===== src/rtl/msi_frame_pkg.sv =====
package msi_frame_pkg;

    localparam logic [11:0] OFF_TYPE   = 12'h008;
    localparam logic [11:0] OFF_TRIG   = 12'h040;
    localparam logic [11:0] OFF_IDENT  = 12'hFCC;
    localparam logic [11:0] OFF_PID_LO = 12'hFD0;
    localparam logic [11:0] OFF_PID_HI = 12'hFFC;

    localparam logic [1:0]  SZ_WORD    = 2'd2;
    localparam int          SHARED_OFS = 32;
    localparam int          MAX_LINES  = 128;

    localparam logic [7:0]  PRODUCT_CODE = 8'h51;
    localparam logic [3:0]  ARCH_REV     = 4'h0;
    localparam logic [11:0] IMPL_CODE    = 12'h43B;

    typedef enum logic [2:0] {
        RGN_NONE,
        RGN_TYPE,
        RGN_TRIG,
        RGN_IDENT,
        RGN_PID
    } region_e;

    typedef struct packed {
        logic    word;
        region_e rgn;
    } access_t;

    function automatic region_e classify(input logic [11:0] a);
        if (a == OFF_TYPE)                          return RGN_TYPE;
        else if (a == OFF_TRIG)                     return RGN_TRIG;
        else if (a == OFF_IDENT)                    return RGN_IDENT;
        else if (a > OFF_PID_LO && a <= OFF_PID_HI) return RGN_PID;
        else                                        return RGN_NONE;
    endfunction

    function automatic logic [31:0] ident_word();
        return {4'h0, PRODUCT_CODE, ARCH_REV, 4'h0, IMPL_CODE};
    endfunction

    function automatic logic [31:0] type_word(input int base_abs, input int count);
        return (32'(base_abs) << 16) | 32'(count);
    endfunction

endpackage


===== src/rtl/msi_access_decode.sv =====
module msi_access_decode
    import msi_frame_pkg::*;
(
    input  logic [11:0] addr,
    input  logic [1:0]  bus_size,
    output access_t     acc
);
    always_comb begin
        acc.word = (bus_size == SZ_WORD);
        acc.rgn  = classify(addr);
    end
endmodule


===== src/rtl/msi_window_map.sv =====
module msi_window_map #(
    parameter int BASE_ABS = 96,
    parameter int COUNT    = 32
) (
    input  logic             en,
    input  logic [9:0]       payload,
    output logic [COUNT-1:0] fire
);
    for (genvar i = 0; i < COUNT; i++) begin : g_line
        localparam logic [10:0] LINE_NUM = 11'(BASE_ABS + i);
        assign fire[i] = en && ({1'b0, payload} == LINE_NUM);
    end
endmodule


===== src/rtl/msi_pulse_bank.sv =====
module msi_pulse_bank #(
    parameter int COUNT = 32
) (
    input  logic             clk,
    input  logic             rst,
    input  logic [COUNT-1:0] fire,
    output logic [COUNT-1:0] irq_q,
    output logic             pend_any
);
    logic [COUNT-1:0] pend_q;

    for (genvar i = 0; i < COUNT; i++) begin : g_cell
        always_ff @(posedge clk) begin
            if (rst) begin
                irq_q[i]  <= 1'b0;
                pend_q[i] <= 1'b0;
            end else if (irq_q[i]) begin
                irq_q[i]  <= 1'b0;
                pend_q[i] <= pend_q[i] | fire[i];
            end else begin
                irq_q[i]  <= pend_q[i] | fire[i];
                pend_q[i] <= pend_q[i] & fire[i];
            end
        end

        p_no_level_r5: assert property (@(posedge clk) disable iff (rst)
            irq_q[i] |=> !irq_q[i]);
        p_second_kept_r6: assert property (@(posedge clk) disable iff (rst)
            (irq_q[i] && fire[i]) |=> (!irq_q[i] ##1 irq_q[i]));
    end

    assign pend_any = |pend_q;
endmodule


===== src/rtl/msi_doorbell_frame.sv =====
module msi_doorbell_frame
    import msi_frame_pkg::*;
#(
    parameter int BASE_IDX   = 64,
    parameter int LINE_COUNT = 32
) (
    input  logic                  clk,
    input  logic                  rst,
    input  logic [11:0]           addr,
    input  logic [31:0]           wr_data,
    input  logic                  wr_en,
    input  logic                  rd_en,
    input  logic [1:0]            bus_size,
    output logic [31:0]           rd_data,
    output logic [LINE_COUNT-1:0] irq_o
);
    localparam int          BASE_ABS = BASE_IDX + SHARED_OFS;
    localparam logic [31:0] TYPE_VAL = type_word(BASE_ABS, LINE_COUNT);
    localparam logic [31:0] IDENT_VAL = ident_word();

    access_t     acc;
    logic        trig_en;
    logic        pend_any;
    logic [31:0] rd_next;
    logic [LINE_COUNT-1:0] fire;
    logic [21:0] unused_hi;

    assign unused_hi = wr_data[31:10];

    msi_access_decode u_dec (
        .addr     (addr),
        .bus_size (bus_size),
        .acc      (acc)
    );

    assign trig_en = wr_en && acc.word && (acc.rgn == RGN_TRIG);

    msi_window_map #(.BASE_ABS(BASE_ABS), .COUNT(LINE_COUNT)) u_map (
        .en      (trig_en),
        .payload (wr_data[9:0]),
        .fire    (fire)
    );

    msi_pulse_bank #(.COUNT(LINE_COUNT)) u_bank (
        .clk      (clk),
        .rst      (rst),
        .fire     (fire),
        .irq_q    (irq_o),
        .pend_any (pend_any)
    );

    always_comb begin
        rd_next = '0;
        if (acc.word) begin
            unique case (acc.rgn)
                RGN_TYPE:  rd_next = TYPE_VAL;
                RGN_IDENT: rd_next = IDENT_VAL;
                default:   rd_next = '0;
            endcase
        end
    end

    always_ff @(posedge clk) begin
        if (rst)        rd_data <= '0;
        else if (rd_en) rd_data <= rd_next;
    end

    p_reset_clear_r1: assert property (@(posedge clk)
        rst |=> (irq_o == '0 && rd_data == '0));
    p_type_read_r2: assert property (@(posedge clk) disable iff (rst)
        (rd_en && bus_size == SZ_WORD && addr == OFF_TYPE) |=> rd_data == TYPE_VAL);
    p_window_miss_r4: assert property (@(posedge clk) disable iff (rst)
        (wr_en && addr == OFF_TRIG && irq_o == '0 && !pend_any &&
         (int'(wr_data[9:0]) < BASE_ABS || int'(wr_data[9:0]) >= BASE_ABS + LINE_COUNT))
        |=> irq_o == '0);
    p_ident_read_r7: assert property (@(posedge clk) disable iff (rst)
        (rd_en && bus_size == SZ_WORD && addr == OFF_IDENT) |=> rd_data == 32'h0510_043B);
    p_narrow_read_r9: assert property (@(posedge clk) disable iff (rst)
        (rd_en && bus_size != SZ_WORD) |=> rd_data == '0);
    p_narrow_write_r9: assert property (@(posedge clk) disable iff (rst)
        (wr_en && bus_size != SZ_WORD && irq_o == '0 && !pend_any) |=> irq_o == '0);
    p_hold_r10: assert property (@(posedge clk) disable iff (rst)
        (!rd_en && !$past(rst)) |=> $stable(rd_data));
endmodule


===== config.mk =====
export PLATFORM = sky130hd
export DESIGN_NAME = msi_doorbell_frame
export DESIGN_NICKNAME = d
export VERILOG_FILES = /design/src/rtl/msi_frame_pkg.sv /design/src/rtl/msi_access_decode.sv /design/src/rtl/msi_window_map.sv /design/src/rtl/msi_pulse_bank.sv /design/src/rtl/msi_doorbell_frame.sv
export SDC_FILE = /design/constraint.sdc
export NUM_CORES = 1
export LEC_CHECK = 0
export ABC_AREA = 1
export BUFFER_PORTS_ARGS = -buffer_cell sky130_fd_sc_hd__buf_2
export CORE_AREA = 8 8 85 87
export CTS_CLUSTER_SIZE = 20
export DETAILED_ROUTE_END_ITERATION = 8
export DIE_AREA = 0 0 93 95
export PLACE_DENSITY_LB_ADDON = 0.2
export SLEW_MARGIN = 20
export SYNTH_ARGS = -nofsm -noshare
export SYNTH_HDL_FRONTEND = slang
export SYNTH_HIERARCHICAL = 1
export SYNTH_SLANG_ARGS = --single-unit

===== constraint.sdc =====
create_clock -name clk -period 5 [get_ports clk]
set_input_delay 1 -clock clk [delete_from_list [all_inputs] [get_ports clk]]
set_output_delay 1 -clock clk [all_outputs]
set_load 0.1 [all_outputs]

==> flow_summary_export.csv <==
group,metric,value,unit
power_and_ir_drop,p_comb_share,10.3,%
routing,routedLengthMet1,2560,um
die,io_pins,114,
timing,drv_slew,0,
yosys,ys_warn_count,6,
timing,final_hold_viol_count,0,
job,drv_cap,0,
layout,fin_util,56.5,%
routing,routed_wl,5860,um
setup_path,crit_fanout,16,
global_routing,grt_pass1_wl,9800,um
setup_path,arrival,2.91,ns
setup_path,rr_endpoint,"u_bank/pend_q[31]",
power_and_ir_drop,power_frac_seq,50.2,%
timing,finalCritPeriodShare,52.9,%
die,rows,28,
global_routing,track_usage,13.9,%
cts,cts_num_sinks,67,
timing,setup_slack,2.36,ns
cts,clk_pin_slew,0.06,ns
global_routing,overflow,0,
timing,slew_headroom,43.8,%
global_routing,antenna_found_initial,0,
power_and_ir_drop,ir_worst_vdd,209,uV
power_and_ir_drop,switchingPower,0.000277,W
power_and_ir_drop,powerDensity,323,nW/um^2
status,status,"complete, no violations",
routing,drc,0,
cts,ctsHoldBuffers,0,
timing,tns,0,ns
routing,wl_met3,571,um
cts,clock_latency,0.33,ns
power_and_ir_drop,clockPowerShare,39.5,%
cts,cts_buffer_depth,2,
timing,tightest_slew,0.842,ns
hold_path,whs_endpoint,"u_bank/irq_q[16]",
die,dieWidth,93,um
cts,cts_tree,"yes",
layout,fill_cells,579,
hold_path,worstHoldStart,"u_bank/irq_q[16]",
setup_path,reg2reg_depth,2,
layout,area_growth,14.9,%
die,die_h,95,um
power_and_ir_drop,p_int,0.000785,W
placement,dp_hpwl,4630,um
global_routing,grt_max_degree,33,
cts,clockRootBuffer,"clkbuf_8",
routing,met2_length,2630,um
hold_path,worst_hold_path.num_cells,1,
routing,vias,2341,
layout,num_antenna_cells,0,
routing,ant_nets,0,
routing,routed.top_layer,"met4",
placement,io_buffer_count,70,
setup_path,crit_required,5.27,ns
setup_path,r2r_slack,4.30,ns
layout,nNetsFinal,482,
cts,cts-resized-gates,0,
yosys,avgSynthCellArea,7.83,sq um
placement,place_ws,2.01,ns
yosys,syn_inst,365,
layout,drive_gt1_share,29.0,%
die,initial_core_util,49.2,%
power_and_ir_drop,power.leakage,1.49,nW
timing,finalClockSkew,0.00543,ns
setup_path,endpoint_kind,"flop",
timing,setup_viol,0,
global_routing,grt_pass1_vias,2218,
routing,viasPerCell,4.59,
die,core,5820,sq um
placement,gp_congestion,0.741,
setup_path,worstSetupStartpoint,"addr[5]",
timing,fmax,378,MHz
timing,min_period,2.64,ns
yosys,syn_area,2860,sq um
power_and_ir_drop,swShare,26.1,%
cts,numCtsBuffers,9,
die,die_area,8840,sq um
cts,h-tree-depth,3,
routing,drt_iter0_drc,97,
cts,post_cts_buffers,0,
routing,firstDrtPassIters,4,
setup_path,timing.rr.start,"u_bank/pend_q[31]",
setup_path,startpoint_type,"input pin",
hold_path,holdCritPathClass,"flop to flop",
routing,wl_per_cell,11.5,um
timing,rsz0062_at_grt,"false",
setup_path,critPathKind,"input pin to flop",
## power groups by stage
stage	clock, W	sequential (W)	combinational [W]
after CTS	0.000435	0.000533	0.000109
after global placement	0	0.000546	0.000108
final	0.000419	0.000534	0.000110
after detailed placement	0	0.000546	0.000109
after global routing	0.000454	0.000533	0.000115
after floorplan	0	0.000546	0.000106
## per-stage QoR
step / hold WS [ns] / instances / power (W) / instance area (sq um)
floorplan: 0.471 / 385 / 0.000651 / 2930
global placement: 0.418 / 496 / 0.000654 / 3100
detailed placement: 0.426 / 496 / 0.000655 / 3100
CTS: 0.438 / 510 / 0.00108 / 3290
global route: 0.455 / 510 / 0.00110 / 3290
finish: 0.433 / 510 / 0.00106 / 3290
## flip-flops by register name (all words and copies together) (netlist names)
name / cells
u_bank/irq_q: 32
rd_data: 3
u_bank/pend_q: 32
## worst max-delay path, stage by stage
cell,delay (ns)
buf_2,0.12
nor2_2,0.12
nand2_1,0.09
nor2_2,0.09
nand3_2,0.07
nand2_1,0.11
nand2_1,0.06
nor4_1,0.26
nand2_1,0.11
nor2_2,0.15
nand2_2,0.23
nor2_1,0.28
o21ai_2,0.10
nor2_1,0.11
## routing by layer
layer  vias to the layer above  global-route usage, %
li1                       1248                      -
met1                      1025                   14.8
met2                        60                   22.7
met3                         8                   6.59
met4                         0                   6.71
met5                         -                      0
## layout make-up
cell class              instances  area, sq um  share of cell area, %
clock inverters                 3         40.0                   1.22
multi-input cells             261         1230                   37.5
inverters                      23         86.3                   2.63
clock buffers                  11          141                   4.30
well taps                      75         93.8                   2.86
repair buffers                 70          350                   10.7
flip-flops and latches         67         1340                   40.8
## cell usage in the layout (no fill, tap or decap), drive strengths merged
| cell type | count |
|---|---|
| nor2 | 122 |
| nand3 | 7 |
| o21ai | 32 |
| dfxtp | 67 |
| buf | 70 |
| nor4 | 1 |
| clkinv | 2 |
| a21oi | 35 |
| and2 | 1 |
| clkbuf | 11 |
| bufinv | 1 |
| conb | 21 |
| inv | 23 |
| nand2 | 42 |
## worst max path at each step
stage | slack [ns] | depth (start not counted) | end
floorplan | 2.48 | 13 | u_bank/pend_q[0]
global placement | 2.06 | 14 | u_bank/pend_q[10]
detailed placement | 2.01 | 14 | u_bank/pend_q[10]
CTS | 2.35 | 14 | u_bank/pend_q[10]
global route | 2.12 | 14 | u_bank/pend_q[10]
finish | 2.36 | 14 | u_bank/pend_q[10]
Power figures use the tool's default switching activity.
